<file path="src/rtl/cal_seq_pkg.sv">
package cal_seq_pkg;

  typedef enum logic [1:0] {
    PH_IDLE = 2'b00,
    PH_TRIM = 2'b01,
    PH_CORE = 2'b10
  } cal_phase_e;

endpackage

</file>
<file path="src/rtl/cal_sync.sv">
module cal_sync #(
  parameter int STAGES = 2
) (
  input  logic clk,
  input  logic rst_n,
  input  logic d,
  output logic q
);

  generate
    if (STAGES <= 1) begin : g_single
      logic r;
      always_ff @(posedge clk or negedge rst_n) begin
        if (!rst_n) r <= 1'b0;
        else        r <= d;
      end
      assign q = r;
    end else begin : g_chain
      logic [STAGES-1:0] sh;
      always_ff @(posedge clk or negedge rst_n) begin
        if (!rst_n) sh <= '0;
        else        sh <= {sh[STAGES-2:0], d};
      end
      assign q = sh[STAGES-1];
    end
  endgenerate

endmodule

</file>
<file path="src/rtl/cal_trig_qual.sv">
module cal_trig_qual #(
  parameter int T_LOW  = 8,
  parameter int T_HIGH = 8
) (
  input  logic clk,
  input  logic rst_n,
  input  logic req,
  input  logic busy,
  output logic go
);

  localparam int LW = $clog2(T_LOW + 1);
  localparam int HW = $clog2(T_HIGH + 1);

  logic [LW-1:0] low_cnt;
  logic [LW-1:0] low_next;
  logic [HW-1:0] high_cnt;
  logic          armed;

  always_comb begin
    low_next = (low_cnt == LW'(T_LOW)) ? low_cnt : low_cnt + 1'b1;
    go       = !busy && req && armed && (high_cnt == HW'(T_HIGH - 1));
  end

  always_ff @(posedge clk or negedge rst_n) begin
    if (!rst_n) begin
      low_cnt  <= '0;
      high_cnt <= '0;
      armed    <= 1'b0;
    end else if (busy || go) begin
      low_cnt  <= '0;
      high_cnt <= '0;
      armed    <= 1'b0;
    end else if (!req) begin
      low_cnt  <= low_next;
      high_cnt <= '0;
      armed    <= (low_next == LW'(T_LOW));
    end else begin
      low_cnt  <= '0;
      high_cnt <= armed ? high_cnt + 1'b1 : '0;
    end
  end

  AST_HIGH_NEEDS_ARM: assert property (@(posedge clk) disable iff (!rst_n)
    (high_cnt != '0) |-> armed);

  AST_ARM_FROM_LOW: assert property (@(posedge clk) disable iff (!rst_n)
    $rose(armed) |-> !$past(req));

  AST_QUAL_CLEARED_AFTER_GO: assert property (@(posedge clk) disable iff (!rst_n)
    go |=> (!armed && high_cnt == '0));

endmodule

</file>
<file path="src/rtl/cal_step_engine.sv">
module cal_step_engine
  import cal_seq_pkg::*;
#(
  parameter int N_STEPS     = 4,
  parameter int STEP_CYCLES = 32,
  parameter int TRIM_CYCLES = 64,
  parameter int STEP_W      = (N_STEPS > 1) ? $clog2(N_STEPS) : 1
) (
  input  logic              clk,
  input  logic              rst_n,
  input  logic              go,
  input  logic              trim_req,
  output logic              busy,
  output logic              trim_incl,
  output cal_phase_e        phase,
  output logic [STEP_W-1:0] step_idx
);

  localparam int MAXC = (STEP_CYCLES > TRIM_CYCLES) ? STEP_CYCLES : TRIM_CYCLES;
  localparam int CW   = $clog2(MAXC + 1);

  cal_phase_e    state;
  logic [CW-1:0] cyc;

  always_ff @(posedge clk or negedge rst_n) begin
    if (!rst_n) begin
      state     <= PH_IDLE;
      cyc       <= '0;
      step_idx  <= '0;
      trim_incl <= 1'b0;
    end else begin
      case (state)
        PH_IDLE: begin
          if (go) begin
            trim_incl <= trim_req;
            state     <= trim_req ? PH_TRIM : PH_CORE;
            cyc       <= '0;
            step_idx  <= '0;
          end
        end
        PH_TRIM: begin
          if (cyc == CW'(TRIM_CYCLES - 1)) begin
            state <= PH_CORE;
            cyc   <= '0;
          end else begin
            cyc <= cyc + 1'b1;
          end
        end
        PH_CORE: begin
          if (cyc == CW'(STEP_CYCLES - 1)) begin
            cyc <= '0;
            if (step_idx == STEP_W'(N_STEPS - 1)) begin
              state    <= PH_IDLE;
              step_idx <= '0;
            end else begin
              step_idx <= step_idx + 1'b1;
            end
          end else begin
            cyc <= cyc + 1'b1;
          end
        end
        default: state <= PH_IDLE;
      endcase
    end
  end

  assign busy  = (state != PH_IDLE);
  assign phase = state;

  AST_STEP_IN_RANGE: assert property (@(posedge clk) disable iff (!rst_n)
    step_idx <= STEP_W'(N_STEPS - 1));

  AST_TRIM_LEADS_TO_CORE: assert property (@(posedge clk) disable iff (!rst_n)
    (state == PH_TRIM) |=> (state != PH_IDLE));

  AST_SKIP_HAS_NO_TRIM: assert property (@(posedge clk) disable iff (!rst_n)
    (busy && !trim_incl) |-> (state != PH_TRIM));

  AST_CHOICE_HELD: assert property (@(posedge clk) disable iff (!rst_n)
    busy |=> $stable(trim_incl));

endmodule

</file>
<file path="src/rtl/cal_seq_top.sv">
module cal_seq_top
  import cal_seq_pkg::*;
#(
  parameter int SYNC_STAGES = 2,
  parameter int T_LOW       = 8,
  parameter int T_HIGH      = 8,
  parameter int N_STEPS     = 4,
  parameter int STEP_CYCLES = 32,
  parameter int TRIM_CYCLES = 64,
  parameter int STEP_W      = (N_STEPS > 1) ? $clog2(N_STEPS) : 1
) (
  input  logic              clk,
  input  logic              rst_n,
  input  logic              cal_pin,
  input  logic              cal_reg_bit,
  input  logic              ext_ctrl_mode,
  input  logic              trim_disable,
  output logic              cal_busy,
  output logic              dclk_en,
  output logic [1:0]        cal_phase,
  output logic [STEP_W-1:0] cal_step
);

  localparam int NSRC = 2;

  logic [NSRC-1:0] src_raw;
  logic [NSRC-1:0] src_sync;
  logic            req;
  logic            go;
  logic            trim_req;
  logic            trim_incl;
  cal_phase_e      phase;

  assign src_raw = {cal_reg_bit, cal_pin};

  genvar g;
  generate
    for (g = 0; g < NSRC; g++) begin : g_sync
      cal_sync #(.STAGES(SYNC_STAGES)) u_sync (
        .clk   (clk),
        .rst_n (rst_n),
        .d     (src_raw[g]),
        .q     (src_sync[g])
      );
    end
  endgenerate

  assign req      = |src_sync;
  assign trim_req = !(ext_ctrl_mode && trim_disable);

  cal_trig_qual #(.T_LOW(T_LOW), .T_HIGH(T_HIGH)) u_qual (
    .clk   (clk),
    .rst_n (rst_n),
    .req   (req),
    .busy  (cal_busy),
    .go    (go)
  );

  cal_step_engine #(
    .N_STEPS     (N_STEPS),
    .STEP_CYCLES (STEP_CYCLES),
    .TRIM_CYCLES (TRIM_CYCLES),
    .STEP_W      (STEP_W)
  ) u_engine (
    .clk       (clk),
    .rst_n     (rst_n),
    .go        (go),
    .trim_req  (trim_req),
    .busy      (cal_busy),
    .trim_incl (trim_incl),
    .phase     (phase),
    .step_idx  (cal_step)
  );

  assign cal_phase = phase;
  assign dclk_en   = !(cal_busy && trim_incl);

  AST_BUSY_AFTER_GO: assert property (@(posedge clk) disable iff (!rst_n)
    go |=> cal_busy);

  AST_GATE_DURING_TRIM: assert property (@(posedge clk) disable iff (!rst_n)
    (phase == PH_TRIM) |-> !dclk_en);

  AST_NO_GO_IN_CYCLE: assert property (@(posedge clk) disable iff (!rst_n)
    $past(cal_busy) && cal_busy |-> !go);

endmodule

</file>
<file path="config.mk">
export PLATFORM = sky130hd
export DESIGN_NAME = cal_seq_top
export DESIGN_NICKNAME = d
export VERILOG_FILES = /design/src/rtl/cal_seq_pkg.sv /design/src/rtl/cal_sync.sv /design/src/rtl/cal_trig_qual.sv /design/src/rtl/cal_step_engine.sv /design/src/rtl/cal_seq_top.sv
export SDC_FILE = /design/constraint.sdc
export NUM_CORES = 1
export LEC_CHECK = 0
export BUFFER_PORTS_ARGS = -buffer_cell sky130_fd_sc_hd__buf_2
export CAP_MARGIN = 20
export CELL_PAD_IN_SITES_DETAIL_PLACEMENT = 0
export CELL_PAD_IN_SITES_GLOBAL_PLACEMENT = 1
export CORE_MARGIN = 3
export CORE_UTILIZATION = 45
export CTS_BUF_LIST = sky130_fd_sc_hd__clkbuf_4
export CTS_CLUSTER_SIZE = 12
export DETAILED_ROUTE_END_ITERATION = 10
export GPL_TIMING_DRIVEN = 0
export PLACE_DENSITY_LB_ADDON = 0.1
export SLEW_MARGIN = 25
export SYNTH_ARGS = -nofsm -noshare
export SYNTH_HDL_FRONTEND = slang
export SYNTH_SLANG_ARGS = --single-unit
</file>
<file path="constraint.sdc">
create_clock -name clk -period 5.27 [get_ports clk]
set_input_delay 0.2635 -clock clk [delete_from_list [all_inputs] [get_ports clk]]
set_output_delay 0.2635 -clock clk [all_outputs]
set_load 0.005 [all_outputs]
</file>
== Word level (Yosys, flattened, before mapping) ==
Cells that the tools add are included.

* Bits in registers: 25
* Input bits: 6
* Output and inout bits: 6
* Logic and storage cells: 66

* Add/sub/neg operators: 4
* Equal/unequal tests: 13
* Muxes and demuxes: 22
* Reduce and logical (&&, ||, !) cells: 18

{| class="wikitable"
|+ Operators by type and width
! kind !! count
|-
| two-way mux 4 bit || 6
|-
| two-way mux 7 bit || 3
|-
| one-hot mux 7 bit (3 select lines) || 1
|-
| two-way mux 2 bit || 8
|-
| adder 4 x 1 -> 4 bit, second input constant || 2
|-
| == test 4 bit, second input constant || 2
|-
| adder 7 x 1 -> 7 bit, second input constant || 1
|-
| == test 7 x 5 -> 1 bit, second input constant || 1
|-
| == test 7 x 6 -> 1 bit, second input constant || 1
|-
| != test 2 x 1 -> 1 bit, second input constant || 3
|-
| one-hot mux 2 bit (3 select lines) || 1
|-
| logical AND 1 bit || 5
|-
| == test 2 bit, second input constant || 2
|-
| == test 4 x 3 -> 1 bit, second input constant || 1
|-
| != test 2 bit, second input constant || 2
|-
| one-hot mux 2 bit (2 select lines) || 1
|-
| AND reduction 2 bit || 2
|-
| AND reduction 4 bit || 1
|-
| nonzero test 2 bit || 2
|-
| logical NOT 1 bit || 3
|-
| AND reduction 3 bit || 1
|-
| nonzero test 3 bit || 1
|-
| adder 2 x 1 -> 2 bit, second input constant || 1
|-
| == test 2 x 1 -> 1 bit, second input constant || 1
|-
| other kinds (4) || 5
|}

== Longest topological paths before layout ==
Gate-level depths: netlist of the first run.

* Word-level depth: 7
* Mapped depth: 7
* Mapped depth without buffers: 6

== Hierarchy ==
From an unflattened synthesis of the first run, not the netlist that was laid out.

* Cell total of the unflattened synthesis: 137
* Area total of the unflattened synthesis: 1,373.8 um^2

{| class="wikitable"
|+ By module, submodules not included
! module !! instances !! cells each !! area each (um^2) !! seq. area each (um^2)
|-
| cal_step_engine || 1 || 88 || 812.0 || 300.3
|-
| cal_trig_qual || 1 || 42 || 447.9 || 225.2
|-
| cal_sync || 2 || 2 || 50.0 || 50.0
|-
| cal_seq_top || 1 || 3 || 13.8 || 0.0
|}

== Worst setup path before layout of the first run ==
OpenSTA, ideal clock, no wires.

* Path kind: register -> register
* From: register u_engine.cyc[0]
* To: register u_engine.step_idx[0]
* Setup time: 126 ps
* Arrival time: 1,599 ps
* Required time: 5,144 ps
* Setup slack: 3,544 ps
* Stages on the path, launching flop included: 7
* Path buffers: 1
* Clock period less this slack: 1,726 ps
* Cell sequence: dfrtp_1 > ha_1 > and4_1 > buf_2 > and4_1 > a22o_1 > a221o_1

* Word-level cells in the longest chain between the ends: 3

{| class="wikitable"
|+ RTL lines
! what !! RTL line !! RTL
|-
| from (decl) || cal_step_engine.sv:23 || <nowiki>logic [CW-1:0] cyc;</nowiki>
|-
| from (signal assigned) || cal_step_engine.sv:46 || <nowiki>cyc <= cyc + 1'b1;</nowiki>
|-
| from (signal assigned) || cal_step_engine.sv:59 || <nowiki>cyc <= cyc + 1'b1;</nowiki>
|-
| == test 7 x 5 -> 1 bit || cal_step_engine.sv:50 || <nowiki>if (cyc == CW'(STEP_CYCLES - 1)) begin</nowiki>
|-
| != test 2 x 1 -> 1 bit (no source line) || n/a ||
|-
| AND reduction 3 bit (no source line) || n/a ||
|-
| to (signal assigned) || cal_step_engine.sv:56 || <nowiki>step_idx <= step_idx + 1'b1;</nowiki>
|-
| to (decl) || cal_step_engine.sv:16 || <nowiki>output logic [STEP_W-1:0] step_idx</nowiki>
|}

No other way between the ends.
A chain may end at the register's enable or synchronous reset.

== Final worst setup path of the first run ==
* From: register u_engine.state[0] (netlist: u_engine.phase[0])
* To: register u_engine.cyc[6]

* Word-level cells in the longest chain between the ends: 7
* Elaborated cells between the ends (all ways): 12
* Those cells by class: 3 x eq/ne; 1 x mux; 8 x reduce/logical

{| class="wikitable"
|+ RTL lines
! what !! RTL line !! RTL
|-
| from (decl) || cal_step_engine.sv:22 || <nowiki>cal_phase_e state;</nowiki>
|-
| from (signal assigned) || cal_step_engine.sv:36 || <nowiki>state <= trim_req ? PH_TRIM : PH_CORE;</nowiki>
|-
| nonzero test 2 bit || cal_step_engine.sv:67 || <nowiki>assign busy = (state != PH_IDLE);</nowiki>
|-
| logical NOT 1 bit || cal_trig_qual.sv:22 || <nowiki>go = !busy && req && armed && (high_cnt == HW'(T_HIGH - 1));</nowiki>
|-
| logical AND 1 bit (3 in series) || cal_trig_qual.sv:22 ||
|-
| != test 2 bit (no source line) || n/a ||
|-
| AND reduction 2 bit (no source line) || n/a ||
|}

Several ways; a longest one is shown, not always the timed one.

==> results of run 1 <==
-- cells in the mapped netlist (all sizes together) --
cell | instances | area [um^2]
a21oi | 7 | 35.0
a221o | 2 | 20.0
a22o | 2 | 17.5
a31oi | 2 | 12.5
a41oi | 1 | 8.76
and2 | 1 | 6.26
and3 | 3 | 18.8
and3b | 1 | 10.0
and4 | 2 | 17.5
buf | 3 | 15.0
clkbuf | 1 | 3.75
dfrtp | 25 | 626
ha | 9 | 113
inv | 10 | 37.5
mux2i | 1 | 10.0
nand2 | 12 | 45.0
nand2b | 4 | 25.0
nand3 | 12 | 60.1
nand3b | 3 | 35.0
nand4 | 3 | 18.8
nor2 | 15 | 56.3
nor2b | 3 | 18.8
o2111ai | 1 | 8.76
o21a | 2 | 15.0
o21ai | 8 | 40.0
o221ai | 1 | 8.76
o22a | 1 | 8.76
o22ai | 2 | 12.5
o311ai | 1 | 8.76
o31ai | 2 | 15.0
o32a | 1 | 10.0
or2b | 1 | 7.51
or3 | 2 | 12.5
xnor2 | 2 | 17.5
xor2 | 2 | 17.5
-- cell type report --
| cell class | count | share of cell area, % |
|---|---|---|
| Inverter | 10 | 2.46 |
| Multi-Input combinational cell | 109 | 46.6 |
| Buffer | 4 | 1.23 |
| Sequential cell | 25 | 41.0 |
| Tap cell | 31 | 2.54 |
| Clock buffer | 3 | 1.48 |
| Clock inverter | 1 | 0.492 |
| Timing Repair Buffer | 12 | 4.26 |
-- metrics by stage --
step	setup WS, ps	util, %	power [mW]	hold slack (ps)
5_1_grt	3010	53.5	0.304	5.21
3_5_place_dp	3320	52.1	0.204	289
6_report	3290	53.5	0.287	41.3
4_1_cts	3280	53.5	0.293	27.3
2_1_floorplan	3540	-	0.198	-32.1
3_3_place_gp	3370	52.1	0.204	284
-- flip-flops by register name, indices dropped and copies added, names as in the netlist --
signal / flops
g_sync.u_sync.g_chain.sh: 4
u_engine.cyc: 7
u_engine.phase: 2
u_engine.step_idx: 2
u_engine.trim_incl: 1
u_qual.armed: 1
u_qual.high_cnt: 4
u_qual.low_cnt: 4
-- power by group --
group	internal, mW	total (mW)	leakage [nW]	switching (mW)
registers	0.193	0.194	0.315	0.000775
logic	0.00193	0.00642	0.418	0.00449
clock network	0.0289	0.0867	0.0139	0.0578
total	0.224	0.287	0.747	0.0630
-- cell usage in the layout, fill, tap and decap left out, types with 2 or more instances in the layout --
cell | synthesis | layout
xor2_1 | 2 | 2
buf_2 | 3 | 14
and3_1 | 3 | 3
nor2b_1 | 3 | 3
o21ai_1 | 5 | 5
ha_1 | 9 | 9
o22ai_1 | 2 | 2
nand3b_1 | 2 | 2
o21ai_0 | 3 | 3
a21oi_1 | 7 | 7
nand2b_1 | 4 | 4
nand2_1 | 12 | 12
nand3_1 | 12 | 12
o21a_1 | 2 | 2
inv_1 | 10 | 10
xnor2_1 | 2 | 2
and4_1 | 2 | 2
o31ai_1 | 2 | 2
clkbuf_4 | 0 | 3
a22o_1 | 2 | 2
a31oi_1 | 2 | 2
dfrtp_1 | 25 | 25
a221o_1 | 2 | 2
nor2_1 | 15 | 15
or3_1 | 2 | 2
nand4_1 | 3 | 3
-- cells by family (layout without fill, tap and decap cells) --
kind of cell,after synthesis,in the layout,synth area share [%]
buffers and inverters,14,30,4.04
flip-flops,25,25,44.9
adder cells (fa/ha/maj),9,9,8.09
XOR/XNOR,4,4,2.52
AND/OR/NAND/NOR,62,62,23.8
multiplexers,1,1,0.719
AO/OA/AOI/OAI,33,33,15.9
-- timing repair --
item / in CTS / in global routing
hold buffers: 1 / 0
hold endpoints to repair: 25 / 0
gates resized for setup: 0 / 0
-- layer usage --
metal,track usage (%),vias to the layer above,part of all wire [%]
met5,0,-,0
met4,5.15,0,0.68
met3,2.73,2,4.1
met2,26.2,22,46
met1,24.0,492,49
li1,-,559,-
-- worst max path at each step --
stage                            startpoint                    to  cells past startpoint
after global routing      u_engine.phase[0]       u_engine.cyc[5]                      7
after floorplan             u_engine.cyc[0]  u_engine.step_idx[0]                      6
after global placement    u_engine.phase[0]       u_engine.cyc[6]                      7
final                     u_engine.phase[0]       u_engine.cyc[6]                      7
after CTS                 u_engine.phase[0]               dclk_en                      6
after detailed placement  u_engine.phase[0]       u_engine.cyc[6]                      7
-- worst max-delay path, stage by stage (launching register included) --
cell,delay (ps)
dfrtp_1,470
inv_1,110
ha_1,140
buf_2,180
nor2b_1,80
o2111ai_1,440
nand2_1,170
o311ai_1,300
==> results.sh, run 1 <==
export IMPL_start_util_pct=48.8
export IMPL_min_to="g_sync[1].u_sync.g_chain.sh[0]"
export IMPL_hp_class="in2reg"
export IMPL_cts_root_buf="clkbuf_4"
export IMPL_yosysWarnings=0
export IMPL_yosys_cell_types_count=37
export IMPL_die_area_um2=3800
export IMPL_cts_inserted_buffers=3
export IMPL_grt_usage_pct=16.8
export IMPL_clk_pin_slew_ps=140
export IMPL_rrSetupSlack_ps=3290
export IMPL_status="complete, no violations"
export IMPL_min_path_cells=1
export IMPL_design_area_um2=1530
export IMPL_required_ps=5490
export IMPL_cts_setup_buffers=0
export IMPL_grt_first_pass_wirelength_um=4750
export IMPL_cp_end_kind="flip-flop"
export IMPL_vias_per_cell=5.51
export IMPL_grt_overflow_total=0
export IMPL_syn_avg_cell_area_um2=9.41
export IMPL_clock_path_buffers=2
export IMPL_slew_headroom_pct=62.8
export IMPL_fillers=278
export IMPL_syn2layout_area_growth_pct=9.61
export IMPL_num_vias=1075
export IMPL_multi_input_area_um2=711
export IMPL_worst_setup_path_start_kind="flip-flop"
export IMPL_tritoncts="yes"
export IMPL_crit_type="reg2reg"
export IMPL_worstSkewPairLatency_ps=310
export IMPL_setup_viol=0
export IMPL_port_buffers=11
export IMPL_core_area_um2=2850
export IMPL_drtAntennaViolNets=0
export IMPL_finalMaxSlewViolations=0
export IMPL_place_inst=190
export IMPL_drc=0
export IMPL_routed_wl_um=2630
export IMPL_r2r_cells=7
export IMPL_pin_count=12
export IMPL_syn_inst=148
export IMPL_power_leakage_nw=0.747
export IMPL_fmaxAchievable_mhz=504
export IMPL_rsz0062_at_grt="no"
export IMPL_clock_skew_ps=1.23
export IMPL_period_needed_ps=1980
export IMPL_die_x_um=61.6
export IMPL_rr_endpoint="u_engine.cyc[6]"
export IMPL_ir_drop_v=0.000128
export IMPL_worstMarginPinSlew_ps=558
export IMPL_r2r_start="u_engine.phase[0]"
export IMPL_diodes=0
export IMPL_p_per_area_nw_per_um2=188
export IMPL_drv_cap=0
export IMPL_synth_nets=163
export IMPL_grt_pass1_vias=1028
export IMPL_regArea_um2=626
export IMPL_tns_ps=0
export IMPL_finalCritPeriodShare_pct=37.6
export IMPL_arrival_ps=2210
export IMPL_hold_violations=0
export IMPL_grt_max_degree=26
export IMPL_wire_per_inst_um=13.5
export IMPL_dieHeight_um=61.6
export IMPL_gp_congestion=0.737
export IMPL_clock_sinks=25
export IMPL_synth_seq_cells=25
export IMPL_synth_area_um2=1390
export IMPL_drt_pass1_iterations=4
export IMPL_final_cells=195
export IMPL_rows=19
export IMPL_place_area_um2=1490
export IMPL_dp_hpwl_um=1960
export IMPL_crit_fanout=9
export IMPL_cts_htree_levels=1
export IMPL_antenna_found_initial=0
export IMPL_drive_above_1_share_pct=12.2
export IMPL_yosysSeqAreaShare_pct=44.9
export IMPL_hold_start="cal_reg_bit"
export IMPL_dr_first_iter_drc_count=60
export IMPL_final_nets=180
No activity file was read; power rests on OpenSTA's default activity.
==> run 2: changes to the inputs <==
- CORE_UTILIZATION: 45 -> 43
- clock period: 5.27 -> 1.8 ns (I/O delays scaled with it)
==> run 2 against run 1 <==
- global-route usage decreased by 0.74 points
- non-clock buffer count increased by 5
- clock power increased to 3.1 times the previous value
- worst hold slack improved by 26 ps
- clock-buffer cell count unchanged
- via count increased by 6.3%
- critical endpoint is now u_engine.cyc[3]
==> results.sh, run 2 (synthesis results as in run 1) <==
export IMPL_status="complete, no violations"
export IMPL_fmaxAchievable_mhz=562
export IMPL_cts_root_buf="clkbuf_4"
export IMPL_period_needed_ps=1780
export IMPL_routed_wl_um=2860
export IMPL_slew_headroom_pct=62.6
export IMPL_final_nets=185
export IMPL_crit_cells=5
export IMPL_start_util_pct=45.2
export IMPL_required_ps=2070
export IMPL_grt_pass1_vias=1126
export IMPL_tritoncts="yes"
export IMPL_num_vias=1143
export IMPL_worstSkewPairLatency_ps=330
export IMPL_multi_input_area_um2=746
export IMPL_cts_inserted_buffers=3
export IMPL_design_area_um2=1640
export IMPL_final_setup_worst_slack_ps=22.0
export IMPL_drtAntennaViolNets=0
export IMPL_clk_pin_slew_ps=150
export IMPL_hold_violations=0
export IMPL_crit_type="reg2reg"
export IMPL_slowest_delay_ps=480
export IMPL_drt_pass1_iterations=4
export IMPL_layout_common_cells="dfrtp_1, nor2_1, nand3_1"
export IMPL_drc=0
export IMPL_vias_per_cell=5.37
export IMPL_syn2layout_area_growth_pct=17.5
export IMPL_core_area_um2=3080
export IMPL_hp_class="in2reg"
export IMPL_port_buffers=11
export IMPL_diodes=0
export IMPL_drv_cap=0
export IMPL_die_area_um2=3960
export IMPL_clock_sinks=25
export IMPL_gp_congestion=0.780
export IMPL_final_core_util_pct=53.2
export IMPL_grt_usage_pct=16.1
export IMPL_path_cells="ha_2 > or2b_1 > o32a_1 > or3_1 > o22ai_1"
export IMPL_cp_end_kind="flip-flop"
export IMPL_critPathTopFamily="simple AND/OR/NAND/NOR gates"
export IMPL_cts_htree_levels=1
export IMPL_wire_per_inst_um=13.4
export IMPL_antenna_found_initial=0
export IMPL_p_per_area_nw_per_um2=523
export IMPL_grt_overflow_total=0
export IMPL_path_buf_inv=0
export IMPL_finalCritPeriodShare_pct=98.8
export IMPL_worstMarginPinSlew_ps=562
export IMPL_final_common_cell="dfrtp_1"
export IMPL_dp_hpwl_um=2030
export IMPL_power_leakage_nw=0.772
export IMPL_arrival_ps=2040
export IMPL_crit_slowest_cell="dfrtp_2"
export IMPL_setup_viol=0
export IMPL_p_total_mw=0.856
export IMPL_min_path_cells=4
export IMPL_r2r_cells=5
export IMPL_clock_skew_ps=13.7
export IMPL_drive_above_1_share_pct=20.7
export IMPL_die_x_um=62.9
export IMPL_worst_setup_path_start_kind="flip-flop"
export IMPL_dieHeight_um=62.9
export IMPL_place_area_um2=1500
export IMPL_crit_fanout=6
export IMPL_clock_path_buffers=2
export IMPL_dr_first_iter_drc_count=67
export IMPL_largest_register="u_engine.cyc"
export IMPL_ir_drop_v=0.000398
export IMPL_rsz0062_at_grt="yes"
export IMPL_fillers=303
export IMPL_largest_register_ffs=7
export IMPL_finalMaxSlewViolations=0
export IMPL_pin_count=12
export IMPL_pre_cts_ws_ps=-164
export IMPL_rows=20
export IMPL_grt_first_pass_wirelength_um=5100
export IMPL_regArea_um2=627
export IMPL_grt_max_degree=26
-- run 2: path summary, 6_finish.rpt --
check | from | to | slack, ps
worst max-delay path | u_engine.phase[0] | u_engine.cyc[3] | 20
worst min-delay path | trim_disable | u_engine.trim_incl | 70
worst max register to register | u_engine.phase[0] | u_engine.cyc[3] | 20
worst min register to register | g_sync[0].u_sync.g_chain.sh[0] | g_sync[0].u_sync.g_chain.sh[1] | 370
max in group asynchronous | rst_n | u_engine.phase[0] | 1150
min in group asynchronous | rst_n | u_engine.step_idx[0] | 260
-- run 2: tightest hold or removal path, stage by stage --
cell     delay [ps]
buf_2            70
nand2_1          50
nand3_1         100
nand2_1          50
-- run 2: repair_timing --
item,in CTS,in global routing
endpoints found under the setup margin,12,11
endpoints found under the hold margin,27,0
hold buffers,3,0
resized for setup,4,12
pin swaps,1,5
setup buffers,2,3
-- run 2: per-layer routing --
metal / routed length [um] / global-route usage (%)
met5: 0 / 0
met4: 35 / 7.71
met3: 60 / 2.70
met2: 1340 / 24.2
met1: 1420 / 22.3
-- run 2: layout make-up --
| type | instances | share of cell area (%) |
|---|---|---|
| tap | 44 | 3.36 |
| buffer | 2 | 1.15 |
| sequential | 25 | 38.3 |
| timing repair buffer | 19 | 7.49 |
| clock inverter | 1 | 0.459 |
| clock buffer | 3 | 1.38 |
| multi-input combinational | 109 | 45.6 |
| inverter | 10 | 2.29 |
-- run 2: through the flow --
stage               TNS [ps]  instances  hold WS, ps
global placement        -343        203          111
floorplan                  0        148         -206
CTS                        0        211         52.2
detailed placement      -529        203          116
global route            -147        213         93.8
finish                     0        213         67.4
-- run 2: power by group --
group          internal, mW  total [mW]  leakage, nW  switching (mW)
Clock                0.0849       0.266       0.0139           0.181
Sequential            0.566       0.568        0.315         0.00219
Combinational       0.00844      0.0219        0.444          0.0135
Total                 0.660       0.856        0.772           0.197
